**config.mk**
```make
export PLATFORM = sky130hd
export DESIGN_NAME = blkxfer_dma
export DESIGN_NICKNAME = d
export VERILOG_FILES = /design/src/rtl/blkxfer_pkg.sv /design/src/rtl/blkxfer_dpath.sv /design/src/rtl/blkxfer_ctrl.sv /design/src/rtl/blkxfer_dma.sv
export SDC_FILE = /design/constraint.sdc
export NUM_CORES = 1
export LEC_CHECK = 0
export BUFFER_PORTS_ARGS = -buffer_cell sky130_fd_sc_hd__buf_2
export CORE_AREA = 2 2 99 101
export DETAILED_ROUTE_END_ITERATION = 8
export DIE_AREA = 0 0 101 103
export PLACE_DENSITY = 0.77
export SETUP_SLACK_MARGIN = 0.5
export SYNTH_ARGS = -nofsm -noshare
export SYNTH_HDL_FRONTEND = slang
export SYNTH_SLANG_ARGS = --single-unit
export TNS_END_PERCENT = 30
```
**constraint.sdc**
```tcl
create_clock -name clk -period 4.4 [get_ports clk]
set_clock_uncertainty 0.1 [all_clocks]
set_input_delay 0.22 -clock clk [delete_from_list [all_inputs] [get_ports clk]]
set_output_delay 0.22 -clock clk [all_outputs]
set_load 0.03 [all_outputs]
```
**src/rtl/blkxfer_pkg.sv**
```systemverilog
package blkxfer_pkg;

  typedef enum logic [1:0] {
    MODE_BURST     = 2'd0,
    MODE_STEAL     = 2'd1,
    MODE_SNOOP     = 2'd2,
    MODE_BURST_ALT = 2'd3
  } xferMode_e;

  typedef enum logic [1:0] {
    ST_IDLE  = 2'd0,
    ST_BUS   = 2'd1,
    ST_GAP   = 2'd2,
    ST_SNOOP = 2'd3
  } ctrlState_e;

  typedef struct packed {
    logic      irqEn;
    logic      decr;
    xferMode_e mode;
    logic      devToMem;
  } xferCfg_t;

  // strobes from control to datapath
  typedef struct packed {
    logic loadRun;
    logic stepWord;
  } ctrlStrobe_t;

  localparam logic [1:0] SEL_BASE   = 2'd0;
  localparam logic [1:0] SEL_COUNT  = 2'd1;
  localparam logic [1:0] SEL_CTRL   = 2'd2;
  localparam logic [1:0] SEL_STATUS = 2'd3;

  localparam int CB_DIR   = 0;
  localparam int CB_MODE  = 1;
  localparam int CB_DECR  = 3;
  localparam int CB_IRQEN = 4;
  localparam int CB_START = 5;
  localparam int SB_CLEAR = 0;

endpackage

```
**src/rtl/blkxfer_dpath.sv**
```systemverilog
module blkxfer_dpath
  import blkxfer_pkg::*;
#(
  parameter int ADDR_W = 16,
  parameter int DATA_W = 16,
  parameter int CNT_W  = 16,
  parameter int REG_W  = 16
) (
  input  logic              clk,
  input  logic              rstN,
  input  logic              regWe,
  input  logic [1:0]        regSel,
  input  logic [REG_W-1:0]  regWdata,
  input  logic              busy,
  input  ctrlStrobe_t       strobe,
  input  logic [DATA_W-1:0] devRdData,
  input  logic [DATA_W-1:0] memRdData,
  output xferCfg_t          cfg,
  output xferCfg_t          startCfg,
  output logic              startHit,
  output logic              clrHit,
  output logic              loadIsZero,
  output logic              lastWord,
  output logic [ADDR_W-1:0] memAddr,
  output logic              memRd,
  output logic              memWr,
  output logic [DATA_W-1:0] memWrData,
  output logic [DATA_W-1:0] devWrData,
  output logic              devAck
);

  localparam logic [CNT_W-1:0]  CNT_ONE  = CNT_W'(1);
  localparam logic [ADDR_W-1:0] ADDR_ONE = ADDR_W'(1);

  logic [ADDR_W-1:0] baseReg;
  logic [CNT_W-1:0]  cntReg;
  xferCfg_t          cfgReg;
  logic [ADDR_W-1:0] curAddr;
  logic [CNT_W-1:0]  wordsLeft;
  logic              wrOpen;

  // a write is accepted only when no run is active
  assign wrOpen = regWe && !busy;

  always_comb begin
    startCfg.devToMem = regWdata[CB_DIR];
    startCfg.mode     = xferMode_e'(regWdata[CB_MODE +: 2]);
    startCfg.decr     = regWdata[CB_DECR];
    startCfg.irqEn    = regWdata[CB_IRQEN];
  end

  assign startHit   = wrOpen && (regSel == SEL_CTRL) && regWdata[CB_START];
  assign clrHit     = regWe && (regSel == SEL_STATUS) && regWdata[SB_CLEAR];
  assign loadIsZero = (cntReg == '0);
  assign lastWord   = (wordsLeft == CNT_ONE);
  assign cfg        = cfgReg;

  always_ff @(posedge clk) begin
    if (!rstN) begin
      baseReg <= '0;
      cntReg  <= '0;
      cfgReg  <= '0;
    end else if (wrOpen) begin
      case (regSel)
        SEL_BASE:  baseReg <= ADDR_W'(regWdata);
        SEL_COUNT: cntReg  <= CNT_W'(regWdata);
        SEL_CTRL:  cfgReg  <= startCfg;
        default:   ;
      endcase
    end
  end

  always_ff @(posedge clk) begin
    if (!rstN) begin
      curAddr   <= '0;
      wordsLeft <= '0;
    end else if (strobe.loadRun) begin
      curAddr   <= baseReg;
      wordsLeft <= cntReg;
    end else if (strobe.stepWord) begin
      curAddr   <= cfgReg.decr ? curAddr - ADDR_ONE : curAddr + ADDR_ONE;
      wordsLeft <= wordsLeft - CNT_ONE;
    end
  end

  assign memAddr   = curAddr;
  assign devAck    = strobe.stepWord;
  assign memRd     = strobe.stepWord && !cfgReg.devToMem;
  assign memWr     = strobe.stepWord && cfgReg.devToMem;
  assign memWrData = devRdData;
  assign devWrData = memRdData;

  // count falls by one per word
  p_count_down_r3: assert property (@(posedge clk) disable iff (!rstN)
    strobe.stepWord |=> wordsLeft == $past(wordsLeft) - CNT_ONE);

  // address steps by one in the configured sense
  p_addr_step_r2: assert property (@(posedge clk) disable iff (!rstN)
    strobe.stepWord |=> curAddr == ($past(cfgReg.decr) ? $past(curAddr) - ADDR_ONE
                                                       : $past(curAddr) + ADDR_ONE));

  // loaded parameters frozen during a run
  p_frozen_regs_r11: assert property (@(posedge clk) disable iff (!rstN)
    busy |=> $stable(baseReg) && $stable(cntReg) && $stable(cfgReg));

endmodule

```
**src/rtl/blkxfer_ctrl.sv**
```systemverilog
module blkxfer_ctrl
  import blkxfer_pkg::*;
(
  input  logic        clk,
  input  logic        rstN,
  input  xferMode_e   runMode,
  input  logic        runIrqEn,
  input  xferMode_e   startMode,
  input  logic        startIrqEn,
  input  logic        startHit,
  input  logic        clrHit,
  input  logic        loadIsZero,
  input  logic        lastWord,
  input  logic        busGrant,
  input  logic        cpuIdle,
  input  logic        devReq,
  output ctrlStrobe_t strobe,
  output logic        busReq,
  output logic        busy,
  output logic        done,
  output logic        irq
);

  ctrlState_e state, stateNext;
  logic step;
  logic finish;
  logic emptyStart;
  logic setFlags;
  logic setIrq;

  assign busReq = (state == ST_BUS);
  assign busy   = (state != ST_IDLE);

  assign step = devReq && (((state == ST_BUS) && busGrant) ||
                           ((state == ST_SNOOP) && cpuIdle));
  assign finish     = step && lastWord;
  assign emptyStart = startHit && loadIsZero;
  assign setFlags   = finish || emptyStart;
  assign setIrq     = (finish && runIrqEn) || (emptyStart && startIrqEn);

  assign strobe.loadRun  = startHit;
  assign strobe.stepWord = step;

  always_comb begin
    stateNext = state;
    case (state)
      ST_IDLE: begin
        if (startHit && !loadIsZero)
          stateNext = (startMode == MODE_SNOOP) ? ST_SNOOP : ST_BUS;
      end
      ST_BUS: begin
        if (step) begin
          if (lastWord)                      stateNext = ST_IDLE;
          else if (runMode == MODE_STEAL)    stateNext = ST_GAP;
          else                               stateNext = ST_BUS;
        end
      end
      ST_GAP:   stateNext = ST_BUS;
      ST_SNOOP: if (finish) stateNext = ST_IDLE;
      default:  stateNext = ST_IDLE;
    endcase
  end

  always_ff @(posedge clk) begin
    if (!rstN) state <= ST_IDLE;
    else       state <= stateNext;
  end

  always_ff @(posedge clk) begin
    if (!rstN) begin
      done <= 1'b0;
      irq  <= 1'b0;
    end else begin
      if (setFlags)    done <= 1'b1;
      else if (clrHit) done <= 1'b0;
      if (setIrq)      irq  <= 1'b1;
      else if (clrHit) irq  <= 1'b0;
    end
  end

  // word only under peripheral request
  p_ack_needs_req_r5: assert property (@(posedge clk) disable iff (!rstN)
    strobe.stepWord |-> devReq);

  // bus modes move words only while owning the bus
  p_bus_owned_r5: assert property (@(posedge clk) disable iff (!rstN)
    (strobe.stepWord && runMode != MODE_SNOOP) |-> (busReq && busGrant));

  // idle-slot mode never requests
  p_snoop_quiet_r8: assert property (@(posedge clk) disable iff (!rstN)
    (runMode == MODE_SNOOP) |-> !busReq);

  // cycle stealing releases after each word
  p_steal_release_r7: assert property (@(posedge clk) disable iff (!rstN)
    (strobe.stepWord && runMode == MODE_STEAL) |=> !busReq);

  // burst keeps the bus until the last word
  p_burst_hold_r6: assert property (@(posedge clk) disable iff (!rstN)
    (busReq && (runMode == MODE_BURST || runMode == MODE_BURST_ALT)
     && !(strobe.stepWord && lastWord)) |=> busReq);

  // done sticky until cleared
  p_done_sticky_r10: assert property (@(posedge clk) disable iff (!rstN)
    (done && !clrHit) |=> done);

  // interrupt only when enabled
  p_irq_gated_r9: assert property (@(posedge clk) disable iff (!rstN)
    $rose(irq) |-> runIrqEn);

  // empty run completes at once
  p_zero_count_r12: assert property (@(posedge clk) disable iff (!rstN)
    (startHit && loadIsZero) |=> (done && !busy));

endmodule

```
**src/rtl/blkxfer_dma.sv**
```systemverilog
module blkxfer_dma
  import blkxfer_pkg::*;
#(
  parameter int ADDR_W = 16,
  parameter int DATA_W = 16,
  parameter int CNT_W  = 16,
  parameter int REG_W  = 16
) (
  input  logic              clk,
  input  logic              rstN,
  input  logic              regWe,
  input  logic [1:0]        regSel,
  input  logic [REG_W-1:0]  regWdata,
  output logic              busReq,
  input  logic              busGrant,
  input  logic              cpuIdle,
  input  logic              devReq,
  output logic              devAck,
  input  logic [DATA_W-1:0] devRdData,
  output logic [DATA_W-1:0] devWrData,
  output logic [ADDR_W-1:0] memAddr,
  output logic              memRd,
  output logic              memWr,
  output logic [DATA_W-1:0] memWrData,
  input  logic [DATA_W-1:0] memRdData,
  output logic              busy,
  output logic              done,
  output logic              irq
);

  ctrlStrobe_t strobe;
  xferCfg_t    cfg;
  xferCfg_t    startCfg;
  logic        startHit;
  logic        clrHit;
  logic        loadIsZero;
  logic        lastWord;

  blkxfer_dpath #(
    .ADDR_W(ADDR_W), .DATA_W(DATA_W), .CNT_W(CNT_W), .REG_W(REG_W)
  ) dpath_i (
    .clk        (clk),
    .rstN       (rstN),
    .regWe      (regWe),
    .regSel     (regSel),
    .regWdata   (regWdata),
    .busy       (busy),
    .strobe     (strobe),
    .devRdData  (devRdData),
    .memRdData  (memRdData),
    .cfg        (cfg),
    .startCfg   (startCfg),
    .startHit   (startHit),
    .clrHit     (clrHit),
    .loadIsZero (loadIsZero),
    .lastWord   (lastWord),
    .memAddr    (memAddr),
    .memRd      (memRd),
    .memWr      (memWr),
    .memWrData  (memWrData),
    .devWrData  (devWrData),
    .devAck     (devAck)
  );

  blkxfer_ctrl ctrl_i (
    .clk        (clk),
    .rstN       (rstN),
    .runMode    (cfg.mode),
    .runIrqEn   (cfg.irqEn),
    .startMode  (startCfg.mode),
    .startIrqEn (startCfg.irqEn),
    .startHit   (startHit),
    .clrHit     (clrHit),
    .loadIsZero (loadIsZero),
    .lastWord   (lastWord),
    .busGrant   (busGrant),
    .cpuIdle    (cpuIdle),
    .devReq     (devReq),
    .strobe     (strobe),
    .busReq     (busReq),
    .busy       (busy),
    .done       (done),
    .irq        (irq)
  );

  // read and write strobes exclusive
  p_one_dir_r4: assert property (@(posedge clk) disable iff (!rstN)
    !(memRd && memWr));

endmodule

```
==> key figures <==
Setup path
  • Crit path kind: register to register
  • CP Capture Type: register
  • Crit Path Max Fanout: 21
  • Data required time of the worst path: ~4.6 ns
  • CP arrival: ~3.1 ns
  • R2r worst-path depth: 7
  • R2R Path End: dpath_i.wordsLeft[10]$_SDFFE_PN0P_
  • R2R Setup Slk: ~1.5 ns
  • Startpoint types: register
  • FF-to-FF Start: ctrl_i.state[1]$_SDFFE_PN0P_

Timing
  • Worst Max-Slew Pin Slew: between 1 and 1.5 ns
  • Final cycle utilization of the critical path: approximately 66%
  • WHS: ~0.03 ns
  • Final hold vios: 0
  • Period minus WS final: just under 3 ns
  • Fin Setup TNS: 0 ns
  • Max Slew Vio Count: 0
  • Fmax: about 340 MHz
  • Slew margin rel.: around 25%
  • Final setup viols: 0
  • Final worst slack: 1.50 ns
  • RSZ-0062 raised after global routing: false

Layout
  • Final Util: between 40% and 50%
  • Fraction of layout cells with a size suffix above 1: 15.7%
  • Layout area overhead: 6.66%
  • Diodes inserted: 0
  • Non-filler cells, final: ~600
  • # fillers: around 910
  • Nets: about 550

Synthesis
  • Most frequently used flop master after synthesis: dfxtp_1
  • Ys Warns: 0
  • Distinct cells, synth: 59
  • Post-synth ARST share: 0%
  • Mapped cell area: 4090 um2
  • #FFs+latches synth: 73
  • Synthesized Nets: between 500 and 600
  • Post-synthesis sequential area ratio: a little over a third
  • Post-synth EDFFs: 0
  • Synthesized area per cell: between 8 and 9 um2
  • Mapped Cells: 476

Clocking
  • Hold-fix buffers, CTS: 0
  • Deepest clock path buffer count: 2
  • Clk slew on worst S/H paths: approximately 0.080 ns
  • Clock Sink Count: 73
  • CTS buffer count: 9
  • CTS root buf: clkbuf_8
  • Setup bufs post-CTS: 0
  • CTS tree: done
  • H-tree levels: 3
  • Post_cts resized: 0
  • Worst-Skew Late Latency: ~0.35 ns

Route
  • DR vias: roughly 3.6k
  • DRT iter0 DRCs: between 200 and 250
  • Drt wl/cell: roughly 17 um
  • Final wirelength: approximately 10000 um
  • Residual DRC: 0
  • Antenna Nets Post-Route: 0
  • Vias per inst: ~6.0
  • Drt first pass iters: 5

Floorplanning
  • Cell Rows: 36
  • Die Y: between 100 and 150 um
  • Top Ports: around 110
  • Die extent in x: just over 100 um
  • Die area: between 10000 and 15000 um2
  • Initial core utilization: between 40 and 50%
  • Core region area: between 9000 and 10000 um2

Flow run
  • Max cap viols: 0

GRT
  • Number of antenna violations at the first check in global routing: 0
  • Vias in the first global route: 3314
  • Largest net degree at the start of global routing: between 60 and 70
  • GRT overflow: 0
  • Gr usage total: 19.3%
  • First-pass GRT wire length: 15900 um

Placement
  • Port bufs: 46
  • HPWL after DPL: slightly above 7000 um
  • Final GP Congestion: between 0.8 and 0.9
  • Pre-CTS WS: 1.55 ns
  • Dpl cells: a little under 600

Min path
  • Worst hold path type: input pin to register
  • Hold path endpoint: dpath_i.baseReg[9]$_SDFFE_PN0P_
  • Hold path cells: 3
  • Critical hold path startpoint: regWdata[9]

Power and ir drop
  • Pwr per Cell Area: about 330 nW/um2
  • Maximum VDD drop: about 0.17 mV
  • Leak Pwr: 1.88 nW

Run status
  • Status: complete, no violations
-- logic make-up (layout without fill, tap and decap cells) --
logic type               count (synthesis)  in the layout  share of synthesized area, %
AND/OR/NAND/NOR                        161            161                          19.0
AO/OA/AOI/OAI                          112            112                          18.6
flip-flops                              73             73                          35.7
buffers and inverters                   64             73                          9.48
multiplexers                            41             41                          10.1
adder cells (fa/ha/maj)                 17             17                          5.38
XOR/XNOR                                 8              8                          1.71
-- worst max-delay path by stage --
| stage | from | to | slack [ns] | cells after the start |
|---|---|---|---|---|
| after global placement | ctrl_i.state[1]$_SDFFE_PN0P_ | dpath_i.wordsLeft[9]$_SDFFE_PN0P_ | 1.68 | 8 |
| after floorplan | dpath_i.cfg[3]$_SDFFE_PN0N_ | dpath_i.memAddr[8]$_SDFFE_PN0P_ | 2.02 | 6 |
| final | ctrl_i.state[1]$_SDFFE_PN0P_ | dpath_i.wordsLeft[10]$_SDFFE_PN0P_ | 1.50 | 7 |
| after global routing | ctrl_i.state[1]$_SDFFE_PN0P_ | dpath_i.wordsLeft[9]$_SDFFE_PN0P_ | 1.24 | 8 |
| after CTS | ctrl_i.state[1]$_SDFFE_PN0P_ | dpath_i.wordsLeft[10]$_SDFFE_PN0P_ | 1.53 | 7 |
| after detailed placement | ctrl_i.state[1]$_SDFFE_PN0P_ | dpath_i.memAddr[4]$_SDFFE_PN0P_ | 1.55 | 7 |
-- worst max-delay path, stage by stage, from the launching register on --
cell	delay (ns)
dfxtp_1	0.46
mux2i_1	0.30
or2_2	0.42
inv_1	0.39
nor2_1	0.58
buf_4	0.30
o21ai_0	0.12
a21oi_1	0.14
-- cells in the mapped netlist (all sizes together), types with 6 or more instances --
master | number | area share, %
a22oi | 9 | 1.7
a31oi | 6 | 0.92
xnor2 | 8 | 1.7
clkbuf | 18 | 2.2
buf | 37 | 6.5
nor4 | 8 | 1.6
nand4 | 7 | 1.1
ha | 16 | 4.9
o21ai | 17 | 2.1
mux2i | 40 | 9.8
a221oi | 8 | 1.7
dfxtp | 73 | 36
nor3 | 10 | 1.5
nand2 | 32 | 2.9
a21oi | 27 | 3.3
o211ai | 6 | 1.1
nor2 | 77 | 7.1
inv | 9 | 0.83
a21o | 6 | 1.1
-- registers in the layout, summed over array words and instances (netlist names) --
name and flops:
dpath_i.memAddr 16, ctrl_i.done 1, dpath_i.wordsLeft 16, dpath_i.cfg 5, dpath_i.baseReg 16, ctrl_i.irq 1, ctrl_i.state 2, dpath_i.cntReg 16
-- placed cells by master (no fill, tap or decap), types with 9 or more instances in the layout --
master	Yosys	layout
a21oi_1	27	27
nand2_1	32	32
dfxtp_1	73	73
buf_2	2	46
a22oi_1	9	9
o21ai_0	17	17
nor2_1	77	77
clkbuf_8	2	9
ha_1	16	16
mux2i_1	40	40
-- final cells by class --
type                    instances  area (um2)  share of cell area, %
clock inverters                 6         108                   2.46
repair buffers                 49         253                   5.79
clock buffers                   9         124                   2.84
multi-input cells             339        2240                   51.4
inverters                       9        33.8                  0.774
well taps                     114         143                   3.27
flip-flops and latches         73        1460                   33.5
-- where the power goes --
part | total [mW] | leakage [nW] | internal, mW | switching (mW)
logic | 0.126 | 1.17 | 0.0484 | 0.0775
registers | 0.693 | 0.591 | 0.677 | 0.0157
clock network | 0.618 | 0.115 | 0.371 | 0.246
-- per-stage QoR --
stage          total power [mW]  cell area [um2]
2_1_floorplan             0.846             4090
3_3_place_gp              0.829             4130
3_5_place_dp              0.832             4130
4_1_cts                    1.44             4370
5_1_grt                    1.48             4370
6_report                   1.44             4370
-- layer usage --
layer	vias up	GRT usage (%)	part of all wire [%]	wire (um)
met5	-	0	0	0
met4	0	7.38	1.6	165
met3	17	3.93	5.9	589
met2	135	33.1	49	4900
met1	1684	23.9	44	4390
li1	1732	-	-	-
Power figures use the tool's default switching activity.
